`src/rtl/pisa_pkg.sv`:
```
package pisa_pkg;

  localparam int LANES = 4;
  localparam int DW    = 8 * LANES;

  typedef enum logic [1:0] {
    SQ_IDLE,
    SQ_ARM,
    SQ_BALE,
    SQ_CMD
  } sq_state_e;

  // Units that need an ISA sub-cycle: bytes on an 8-bit port, words on a 16-bit port.
  function automatic logic [LANES-1:0] unit_mask(input logic [LANES-1:0] be_n,
                                                 input logic w16);
    logic [LANES-1:0] m;
    if (w16) m = {2'b00, ~(be_n[3] & be_n[2]), ~(be_n[1] & be_n[0])};
    else     m = ~be_n;
    return m;
  endfunction

endpackage

```
`src/rtl/pisa_lane_sel.sv`:
```
module pisa_lane_sel #(
  parameter int N  = 4,
  parameter int IW = $clog2(N)
) (
  input  logic [N-1:0]  mask,
  output logic          any,
  output logic [IW-1:0] idx
);

  // Lowest pending unit wins: ascending address order.
  always_comb begin
    any = |mask;
    idx = '0;
    for (int i = N - 1; i >= 0; i--) begin
      if (mask[i]) idx = IW'(i);
    end
  end

endmodule

```
`src/rtl/pisa_isa_seq.sv`:
```
module pisa_isa_seq
  import pisa_pkg::*;
#(
  parameter int AW       = 24,
  parameter int STROBE_W = 3,
  parameter int CW       = $clog2(STROBE_W + 1)
) (
  input  logic          clk,
  input  logic          rst,
  input  logic          isa_ce,
  input  logic          start,
  input  logic [AW-1:0] s_addr,
  input  logic          s_write,
  input  logic          s_io,
  input  logic [15:0]   s_wdata,
  input  logic [15:0]   sd_in,
  output logic          busy,
  output logic          bale,
  output logic [AW-1:0] sa,
  output logic          ior_n,
  output logic          iow_n,
  output logic          memr_n,
  output logic          memw_n,
  output logic [15:0]   sd_out,
  output logic          sd_oe,
  output logic          cap_en,
  output logic [15:0]   cap_data
);

  sq_state_e     st;
  logic [CW-1:0] cnt;
  logic          wr_q;
  logic          io_q;

  assign busy = (st != SQ_IDLE);

  always_ff @(posedge clk) begin
    if (rst) begin
      st       <= SQ_IDLE;
      cnt      <= '0;
      wr_q     <= 1'b0;
      io_q     <= 1'b0;
      bale     <= 1'b0;
      sa       <= '0;
      ior_n    <= 1'b1;
      iow_n    <= 1'b1;
      memr_n   <= 1'b1;
      memw_n   <= 1'b1;
      sd_out   <= '0;
      sd_oe    <= 1'b0;
      cap_en   <= 1'b0;
      cap_data <= '0;
    end else begin
      cap_en <= 1'b0;
      case (st)
        SQ_IDLE: if (start) begin
          st     <= SQ_ARM;
          sa     <= s_addr;
          wr_q   <= s_write;
          io_q   <= s_io;
          sd_out <= s_wdata;
          sd_oe  <= s_write;
        end
        SQ_ARM: if (isa_ce) begin
          st   <= SQ_BALE;
          bale <= 1'b1;
        end
        SQ_BALE: if (isa_ce) begin
          st     <= SQ_CMD;
          bale   <= 1'b0;
          cnt    <= CW'(STROBE_W - 1);
          ior_n  <= !( io_q && !wr_q);
          iow_n  <= !( io_q &&  wr_q);
          memr_n <= !(!io_q && !wr_q);
          memw_n <= !(!io_q &&  wr_q);
        end
        SQ_CMD: if (isa_ce) begin
          if (cnt == '0) begin
            st       <= SQ_IDLE;
            ior_n    <= 1'b1;
            iow_n    <= 1'b1;
            memr_n   <= 1'b1;
            memw_n   <= 1'b1;
            sd_oe    <= 1'b0;
            cap_en   <= !wr_q;
            cap_data <= sd_in;
          end else begin
            cnt <= cnt - CW'(1);
          end
        end
        default: st <= SQ_IDLE;
      endcase
    end
  end

  AST_ONE_STROBE: assert property (@(posedge clk) disable iff (rst)
    $countones({ior_n, iow_n, memr_n, memw_n}) >= 3);

  AST_BALE_NO_STROBE: assert property (@(posedge clk) disable iff (rst)
    bale |-> (ior_n && iow_n && memr_n && memw_n));

  AST_SA_HELD: assert property (@(posedge clk) disable iff (rst)
    !(ior_n && iow_n && memr_n && memw_n) |-> $stable(sa));

  AST_OE_ON_WRITE: assert property (@(posedge clk) disable iff (rst)
    (!iow_n || !memw_n) |-> sd_oe);

  AST_NO_OE_ON_READ: assert property (@(posedge clk) disable iff (rst)
    (!ior_n || !memr_n) |-> !sd_oe);

endmodule

```
`src/rtl/pisa_gather.sv`:
```
module pisa_gather #(
  parameter int LANES = 4,
  parameter int DW    = 8 * LANES
) (
  input  logic             clk,
  input  logic             rst,
  input  logic             clr,
  input  logic             cap_en,
  input  logic [1:0]       cap_idx,
  input  logic             cap_w16,
  input  logic [LANES-1:0] cap_be_n,
  input  logic [15:0]      cap_data,
  output logic [DW-1:0]    hold
);

  logic [7:0] lane_q [LANES];

  for (genvar k = 0; k < LANES; k++) begin : g_lane
    localparam logic [1:0] BYTE_ID = 2'(k);
    localparam logic [1:0] WORD_ID = 2'(k / 2);
    localparam int         HALF    = k % 2;

    logic hit;
    assign hit = cap_en && !cap_be_n[k] &&
                 (cap_w16 ? (cap_idx == WORD_ID) : (cap_idx == BYTE_ID));

    always_ff @(posedge clk) begin
      if (rst || clr)  lane_q[k] <= '0;
      else if (hit)    lane_q[k] <= cap_w16 ? cap_data[8*HALF +: 8] : cap_data[7:0];
    end

    assign hold[8*k +: 8] = lane_q[k];
  end

endmodule

```
`src/rtl/pisa_bridge.sv`:
```
module pisa_bridge
  import pisa_pkg::*;
#(
  parameter int AW       = 24,
  parameter int STROBE_W = 3
) (
  input  logic          clk,
  input  logic          rst,
  input  logic          isa_ce,
  input  logic          delay_en,
  input  logic          port16,
  input  logic          req_valid,
  input  logic          req_write,
  input  logic          req_io,
  input  logic [AW-3:0] req_dw_addr,
  input  logic [3:0]    req_be_n,
  input  logic [31:0]   req_wdata,
  output logic          trdy,
  output logic          stop,
  output logic [31:0]   rdata,
  output logic          bale,
  output logic [AW-1:0] sa,
  output logic          ior_n,
  output logic          iow_n,
  output logic          memr_n,
  output logic          memw_n,
  output logic [15:0]   sd_out,
  output logic          sd_oe,
  input  logic [15:0]   sd_in
);

  localparam int IW = $clog2(LANES);

  // Latched request entry
  logic             ent_v, ent_done;
  logic [AW-3:0]    ent_dw;
  logic [3:0]       ent_be_n;
  logic             ent_wr, ent_io, ent_w16;
  logic [31:0]      ent_wdata;
  logic [LANES-1:0] pend;
  logic [IW-1:0]    cur_idx;
  logic             start_r;

  logic             nx_any;
  logic [IW-1:0]    nx_idx;
  logic             seq_busy;
  logic             cap_en;
  logic [15:0]      cap_data;
  logic [DW-1:0]    hold;

  logic             resp_ok, accept_new, match;
  logic [AW-1:0]    sub_addr;
  logic [15:0]      sub_wdata;

  assign resp_ok    = !trdy && !stop;
  assign accept_new = req_valid && resp_ok && !ent_v;
  assign match      = (req_dw_addr == ent_dw) && (req_be_n == ent_be_n) &&
                      (req_write == ent_wr) && (req_io == ent_io);

  assign sub_addr  = {ent_dw, 2'b00} +
                     (ent_w16 ? AW'({cur_idx, 1'b0}) : AW'(cur_idx));
  assign sub_wdata = ent_w16 ? (cur_idx[0] ? ent_wdata[31:16] : ent_wdata[15:0])
                             : {8'h00, ent_wdata[{cur_idx, 3'b000} +: 8]};

  pisa_lane_sel #(.N(LANES), .IW(IW)) u_sel (
    .mask (pend),
    .any  (nx_any),
    .idx  (nx_idx)
  );

  always_ff @(posedge clk) begin
    if (rst) begin
      trdy      <= 1'b0;
      stop      <= 1'b0;
      rdata     <= '0;
      ent_v     <= 1'b0;
      ent_done  <= 1'b0;
      ent_dw    <= '0;
      ent_be_n  <= '1;
      ent_wr    <= 1'b0;
      ent_io    <= 1'b0;
      ent_w16   <= 1'b0;
      ent_wdata <= '0;
      pend      <= '0;
      cur_idx   <= '0;
      start_r   <= 1'b0;
    end else begin
      trdy    <= 1'b0;
      stop    <= 1'b0;
      start_r <= 1'b0;

      // PCI side: accept, complete or retry
      if (accept_new) begin
        ent_v     <= 1'b1;
        ent_done  <= 1'b0;
        ent_dw    <= req_dw_addr;
        ent_be_n  <= req_be_n;
        ent_wr    <= req_write;
        ent_io    <= req_io;
        ent_w16   <= port16;
        ent_wdata <= req_wdata;
        pend      <= unit_mask(req_be_n, port16);
        stop      <= delay_en;
      end else if (req_valid && resp_ok) begin
        if (ent_done && match) begin
          trdy  <= 1'b1;
          rdata <= hold;
          ent_v <= 1'b0;
        end else if (delay_en) begin
          stop <= 1'b1;
        end
      end

      // ISA side: launch the next pending unit, or mark the entry done
      if (ent_v && !ent_done && !seq_busy && !start_r) begin
        if (nx_any) begin
          start_r      <= 1'b1;
          cur_idx      <= nx_idx;
          pend[nx_idx] <= 1'b0;
        end else begin
          ent_done <= 1'b1;
        end
      end
    end
  end

  pisa_isa_seq #(.AW(AW), .STROBE_W(STROBE_W)) u_seq (
    .clk      (clk),
    .rst      (rst),
    .isa_ce   (isa_ce),
    .start    (start_r),
    .s_addr   (sub_addr),
    .s_write  (ent_wr),
    .s_io     (ent_io),
    .s_wdata  (sub_wdata),
    .sd_in    (sd_in),
    .busy     (seq_busy),
    .bale     (bale),
    .sa       (sa),
    .ior_n    (ior_n),
    .iow_n    (iow_n),
    .memr_n   (memr_n),
    .memw_n   (memw_n),
    .sd_out   (sd_out),
    .sd_oe    (sd_oe),
    .cap_en   (cap_en),
    .cap_data (cap_data)
  );

  pisa_gather #(.LANES(LANES), .DW(DW)) u_gather (
    .clk      (clk),
    .rst      (rst),
    .clr      (accept_new),
    .cap_en   (cap_en),
    .cap_idx  (2'(cur_idx)),
    .cap_w16  (ent_w16),
    .cap_be_n (ent_be_n),
    .cap_data (cap_data),
    .hold     (hold)
  );

  AST_TRDY_AFTER_STROBES: assert property (@(posedge clk) disable iff (rst)
    trdy |-> (ior_n && iow_n && memr_n && memw_n && !bale));

  AST_STOP_ONLY_DELAYED: assert property (@(posedge clk) disable iff (rst)
    stop |-> $past(delay_en));

  AST_RESP_EXCL: assert property (@(posedge clk) disable iff (rst)
    !(trdy && stop));

  AST_TRDY_PULSE: assert property (@(posedge clk) disable iff (rst)
    trdy |=> !trdy);

  AST_STOP_PULSE: assert property (@(posedge clk) disable iff (rst)
    stop |=> !stop);

endmodule

```
`config.mk`:
```
export PLATFORM = sky130hd
export DESIGN_NAME = pisa_bridge
export DESIGN_NICKNAME = d
export VERILOG_FILES = /design/src/rtl/pisa_pkg.sv /design/src/rtl/pisa_lane_sel.sv /design/src/rtl/pisa_isa_seq.sv /design/src/rtl/pisa_gather.sv /design/src/rtl/pisa_bridge.sv
export SDC_FILE = /design/constraint.sdc
export NUM_CORES = 1
export LEC_CHECK = 0
export ABC_AREA = 1
export BUFFER_PORTS_ARGS = -buffer_cell sky130_fd_sc_hd__clkbuf_2
export CAP_MARGIN = 20
export CELL_PAD_IN_SITES_DETAIL_PLACEMENT = 0
export CELL_PAD_IN_SITES_GLOBAL_PLACEMENT = 1
export CORE_MARGIN = 2
export CORE_UTILIZATION = 41
export DETAILED_ROUTE_END_ITERATION = 12
export PLACE_DENSITY_LB_ADDON = 0.1
export SLEW_MARGIN = 5
export SYNTH_ARGS = -nofsm -noshare
export SYNTH_HDL_FRONTEND = slang
export SYNTH_HIERARCHICAL = 1
export SYNTH_SLANG_ARGS = --single-unit
```
`constraint.sdc`:
```
create_clock -name clk -period 2.9 [get_ports clk]
set_clock_uncertainty 0.05 [all_clocks]
set_input_delay 0.145 -clock clk [delete_from_list [all_inputs] [get_ports clk]]
set_output_delay 0.145 -clock clk [all_outputs]
set_load 0.02 [all_outputs]
```
==> results.cfg, run 1 <==
[worst_setup_path]
start_kind = flip-flop
required_ns = 3.26
worst_path_dominant_cell_family = simple AND/OR/NAND/NOR gates
cp_num_buf_inv = 1
crit_fanout = 3
crit_type = reg2reg
critPathMaxStageDelay_ns = 0.32
cp_slowest_cell = dfxtp_1
arrival_ns = 2.49
crit_path_end_kind = flip-flop
crit_chain = nand2_1 -> inv_1 -> ha_1 -> ha_1 -> nand3_1 -> nor2_1 -> nand3_1 -> nor2_2 -> nand4_1 -> xor2_1 -> o21ai_0 -> nor2_1

[yosys]
ys_warn_count = 6
synth-edff-count = 32
synth_compound_area_share_pct = 15.0
synthXorXnorAreaFrac_pct = 2.06
synth_area_per_cell_sq_um = 7.53
synthTopCellsByArea = dfxtp_1, edfxtp_1, nand2_1, nor2_1, o21ai_0
ys_async_sr_fraction_pct = 0
synth.largest_area_cell = dfxtp_1
synth_top_family_by_area = simple AND/OR/NAND/NOR gates
ys_seq_area_share_pct = 47.4
synth_commonest_cells = nand2_1, nor2_1, dfxtp_1
netlist_instances = 1240
synth_cell_types = 41
synth_flop_cell = dfxtp_1
syn_area_sq_um = 9340
yosys.area_share.simple_pct = 24.8
synth_fa_ha_area_share_pct = 1.21
syn_nets = 1331
netlist.area_leader.share_pct = 37.1
synth-seq-cells = 205
yosysMostFrequentCell = nand2_1
synthMuxAreaShare_pct = 0

[final_layout]
drive_above_1_share_pct = 18.0
antenna_cells = 0
num-nets-final = 1548
area_growth_pct = 27.6
fin_area_sq_um = 11900

[clock_network]
clkSinkCount = 205
cts-root-buf = clkbuf_16
cts_setup_buffers = 0
cts_resized = 0
clk-insertion-delay-late_ns = 0.51
clk_pin_slew_ns = 0.06
cts_buffers = 24
clockBufferDepth = 3
htree_num_levels = 1
cts_tree = done

[floorplan]
start_util_pct = 41.5
ioPinCount = 162
die_y_um = 155
die_area_sq_um = 24000
coreArea_sq_um = 22500
row_count = 55
die_x_um = 155

[power]
sw_frac_of_total_pct = 27.6
ir_worst_vdd_v = 0.000445
pwr-share-clk_pct = 41.5
p_int_mw = 5.46
power_frac_comb_pct = 15.5
power_switching_mw = 2.08
leakage_nw = 5.30
pwr-share-seq_pct = 43.0
p_total_mw = 7.54
p_per_area_nw_per_um2 = 633

[timing]
setup_viol = 0
final.setup.tns_ns = 0
tightest_slew_ns = 0.779
max_freq_mhz = 469
setup_ws_ns = 0.769
hold_violations = 0
relSlewSlack_pct = 48.1
rsz0062_at_grt = no
period_needed_ns = 2.13
slew_viol_final = 0
fin_crit_sh_pct = 73.5

[route]
vias = 8592
first_pass_iters = 5
routedWlPerCell_um = 14.6
drtIter0Drc = 436
drc_errors = 0
detail-route-antenna-nets = 0
drt_wl_total_um = 25600
avgViaCountPerCell = 4.88

[placed_design]
dpl.hpwl_um = 17700
post_dp_cell_area_sq_um = 10300
place_ws_ns = 0.777
portBuffers = 161
gp_congestion = 0.898

[grt]
grt_pass1_vias = 8062
grt_pass1_wl_um = 41500
overflow = 0
grt_max_degree = 84
track_usage_pct = 21.1
antenna_found_initial = 0

[outcome]
run_status = complete, no violations

[run]
drv_cap = 0

[hold_path]
hold_class = in2reg
==> worst paths after layout <==
| path | cells after the start | from | slack (ns) | endpoint |
|---|---|---|---|---|
| min reg2reg | 2 | u_seq/cap_data[9]$_SDFFE_PP0P_ | 0.39 | u_seq/cap_data[9]$_SDFFE_PP0P_ |
| max | 12 | ent_w16$_SDFFE_PP0P_ | 0.77 | u_seq/sa[20]$_SDFFE_PP0P_ |
| min | 3 | rst | 0.05 | trdy$_SDFF_PP0_ |
| max reg2reg | 12 | ent_w16$_SDFFE_PP0P_ | 0.77 | u_seq/sa[20]$_SDFFE_PP0P_ |
==> sequential cells by signal, indices dropped and copies added, names as in the netlist, 2 cells and up <==
register,count
u_seq/cnt,2
u_seq/sd_out,16
u_seq/cap_data,16
u_seq/st,2
ent_wdata,32
cur_idx,2
ent_be_n,4
ent_dw,22
pend,4
rdata,32
u_gather/lane_q,32
u_seq/sa,24
==> per-layer routing <==
layer / vias to the layer above / track usage (%) / share of wire (%)
met5: - / 0 / 0
met4: 0 / 4.41 / 1.5
met3: 32 / 3.31 / 5.2
met2: 174 / 34.2 / 45
met1: 3900 / 30.0 / 48
li1: 4486 / - / -
==> per-stage QoR <==
step | hold WS (ns) | instances | util, %
6_report | 0.0458 | 1760 | 53.0
5_1_grt | 0.0613 | 1760 | 53.0
4_1_cts | 0.0384 | 1760 | 53.0
3_5_place_dp | 0.326 | 1638 | 45.8
3_3_place_gp | 0.322 | 1638 | 45.8
2_1_floorplan | 0.164 | 1240 | -
==> layout make-up <==
cell class	count	area, sq um
Inverter	150	564
Fill cell	2233	10600
Multi-Input combinational cell	822	4040
Clock inverter	12	131
Clock buffer	32	692
Tap cell	285	357
Timing Repair Buffer	254	1710
Sequential cell	205	4420
==> worst min-delay path, delay by kind of cell <==
kind                   cells  cell delay [ns]
buffers and inverters      2             0.32
and+or+nand+nor            1             0.10
==> layout by cell type (no fill, tap or decap), types with 2 or more instances in the layout <==
master and count:
xor2_1 21, o211ai_1 3, nor2_1 181, nand4_1 39
clkbuf_8 4, o21ai_0 126, nor2_2 6, inv_2 25
nand2_2 4, clkbuf_16 25, nand3_1 58, o22ai_1 7
inv_1 123, a22oi_1 8, clkbuf_1 3, nor2_4 4
nand2_1 218, a21oi_1 86, clkbuf_2 161, a21oi_2 2
a211oi_1 3, nand4_4 4, dfxtp_1 173, clkinv_1 4
buf_4 14, o21ai_1 16, ha_1 9, clkinv_2 7
bufinv_16 3, nor3_2 2, edfxtp_1 32, dlygate4sd3_1 78
o311ai_0 7, nor3_1 10
==> logic make-up after synthesis <==
logic type	Yosys count
and+or+nand+nor	529
AOI/OAI and AO/OA	262
DFF	205
adders and majority gates	9
buffers and inverters	213
xor gates and xnor gates	22
==> power groups by stage <==
| stage | Clock [mW] | Combinational (mW) | Sequential (mW) |
|---|---|---|---|
| final | 3.13 | 1.17 | 3.24 |
| after global routing | 3.31 | 1.33 | 3.27 |
| after CTS | 3.20 | 1.18 | 3.24 |
| after detailed placement | 0 | 1.09 | 3.30 |
| after global placement | 0 | 1.08 | 3.30 |
| after floorplan | 0 | 0.694 | 3.34 |
==> timing repair <==
action                                  in CTS  in global routing
endpoints found under the setup margin       0                  0
endpoints found under the hold margin       80                  0
hold buffers                                78                  0
Power figures use the tool's default switching activity.
==> run 2, diff against run 1 <==
Settings changed: CORE_UTILIZATION 41 to 37.
Clock period 2.9 ns to 1.9 ns, I/O delays scaled along.
==> run 2 against run 1 <==
Against the previous run:
- final area grew 4.4%
- combinational power grew 63%
- final cell count rose by 4.1%
- critical path depth decreased by 2
- largest power group is now the clock network
==> results.cfg, run 2 (synthesis gave the netlist of run 1 again) <==
[outcome]
run_status = complete, no violations

[final_layout]
antenna_cells = 0
final_cells = 1833
mostFrequentLayoutCells = nand2_1, nor2_1, dfxtp_1
area_growth_pct = 33.2
layout_commonest_cell = nand2_1
reg_top3 = ent_wdata: 32 flops, rdata: 32 flops, u_gather/lane_q: 32 flops
drive_above_1_share_pct = 20.9
num-nets-final = 1576

[worst_setup_path]
rr_endpoint = u_seq/sa[23]$_SDFFE_PP0P_
crit_type = reg2reg
crit_fanout = 3
crit_chain = nand2_2 -> inv_2 -> ha_4 -> nand3_4 -> nor3_4 -> nand4_1 -> nor3_2 -> xor2_1 -> o21ai_0 -> nor2_1
r2r_slack_ns = 0.09
crit_path_end_kind = flip-flop
startpoint = ent_w16$_SDFFE_PP0P_
r2r_start = ent_w16$_SDFFE_PP0P_
critPathMaxStageDelay_ns = 0.35
start_kind = flip-flop
cp_slowest_cell = dfxtp_4
rr_worst_depth = 10
arrival_ns = 2.16
required_ns = 2.25
setup.worst_path.end = u_seq/sa[23]$_SDFFE_PP0P_

[power]
pwr-share-clk_pct = 42.6
pwr-share-seq_pct = 41.4
p_int_mw = 8.69
p_per_area_nw_per_um2 = 958
sw_frac_of_total_pct = 27.1
p_total_mw = 11.9
power_switching_mw = 3.23
leakage_nw = 5.49
power_frac_comb_pct = 16.0
ir_worst_vdd_v = 0.000604

[route]
avgViaCountPerCell = 4.74
routedWlPerCell_um = 14.5
detail-route-antenna-nets = 0
drt_wl_total_um = 26500
drtIter0Drc = 509
drc_errors = 0
first_pass_iters = 5
vias = 8694

[floorplan]
die_y_um = 163
die_area_sq_um = 26500
die_x_um = 163
ioPinCount = 162
row_count = 58
start_util_pct = 37.4
coreArea_sq_um = 25000

[clock_network]
htree_num_levels = 1
clk-insertion-delay-late_ns = 0.53
cts_buffers = 24
clk_pin_slew_ns = 0.06
cts-root-buf = clkbuf_16
clkSinkCount = 205
cts_tree = done
clockBufferDepth = 3

[timing]
hold_violations = 0
max_freq_mhz = 553
relSlewSlack_pct = 47.9
setup_viol = 0
fin_crit_sh_pct = 95.1
setup_ws_ns = 0.0933
period_needed_ns = 1.81
slew_viol_final = 0
rsz0062_at_grt = yes
tightest_slew_ns = 0.781

[grt]
grt_pass1_vias = 8004
grt_pass1_wl_um = 41300
antenna_found_initial = 0
overflow = 0
grt_max_degree = 50
track_usage_pct = 19.4

[run]
drv_cap = 0

[hold_path]
hold_class = in2reg

[placed_design]
place_ws_ns = 0.0274
place.detailed.instances = 1704
gp_congestion = 0.823
portBuffers = 161
dpl.hpwl_um = 18800
==> run 2: cell types whose count changed in the layout (fill, tap and decap cells not counted), sizes merged <==
cell	delta
clkinv	-8
bufinv	+1
clkbuf	+7
dlygate4sd3	+2
buf	+26
==> run 2: layer usage <==
metal	wire length (um)	global-route usage [%]	up-vias	part of all wire (%)
li1	-	-	4556	-
met1	12900	27.1	3940	49
met2	12100	31.2	165	45
met3	1090	3.03	33	4.1
met4	482	4.95	0	1.8
met5	0	0	-	0
==> run 2: power groups by stage <==
| stage | sequential [mW] | clock (mW) | combinational (mW) |
|---|---|---|---|
| after global placement | 5.03 | 0 | 1.77 |
| after detailed placement | 5.03 | 0 | 1.77 |
| after global routing | 4.98 | 5.38 | 2.16 |
| after floorplan | 5.11 | 0 | 1.07 |
| after CTS | 4.94 | 5.20 | 1.91 |
| final | 4.94 | 5.07 | 1.91 |
==> run 2: timing repair <==
item	CTS	global route
hold buffers	80	0
resized for setup	0	18
endpoints found under the setup margin	1	78
endpoints found under the hold margin	86	0
setup buffers	0	5
pin swaps	1	8
==> run 2: worst min-delay path by stage <==
stage                       start                         end  slack [ns]  cells past startpoint
finish                  req_valid             stop$_SDFF_PP0_        0.06                      6
global route            req_valid             stop$_SDFF_PP0_        0.08                      6
CTS                     req_valid             stop$_SDFF_PP0_        0.03                      6
detailed placement  req_wdata[24]  ent_wdata[24]$_SDFFE_PP0P_        0.28                      3
global placement    req_wdata[26]  ent_wdata[26]$_SDFFE_PP0P_        0.27                      3
floorplan                     rst   u_seq/cnt[0]$_SDFFE_PP0P_        0.11                      1
==> run 2: cell type report <==
cell class | instances | area (sq um)
timing repair buffer | 282 | 2000
tap | 330 | 413
fill | 2558 | 12500
clock buffer | 39 | 747
sequential | 205 | 4440
clock inverter | 5 | 136
inverter | 150 | 567
multi-input combinational | 822 | 4140
==> run 2: metrics by stage <==
| stage | hold slack, ns | area (sq um) | util (%) | setup TNS [ns] |
|---|---|---|---|---|
| after floorplan | 0.114 | 9440 | - | -0.109 |
| after global placement | 0.273 | 10700 | 42.8 | 0 |
| after detailed placement | 0.277 | 10700 | 42.8 | 0 |
| after CTS | 0.0322 | 12400 | 49.5 | 0 |
| after global routing | 0.0790 | 12400 | 49.8 | -0.0499 |
| final | 0.0647 | 12400 | 49.8 | 0 |
==> run 2: critical path, delay by kind of cell, from the launching register on <==
family,cells,cell delay (ns)
adder cells (fa/ha/maj),1,0.15
AO/OA/AOI/OAI,1,0.18
AND/OR/NAND/NOR,6,0.82
flip-flops,1,0.35
buffers and inverters,1,0.05
XOR/XNOR,1,0.08
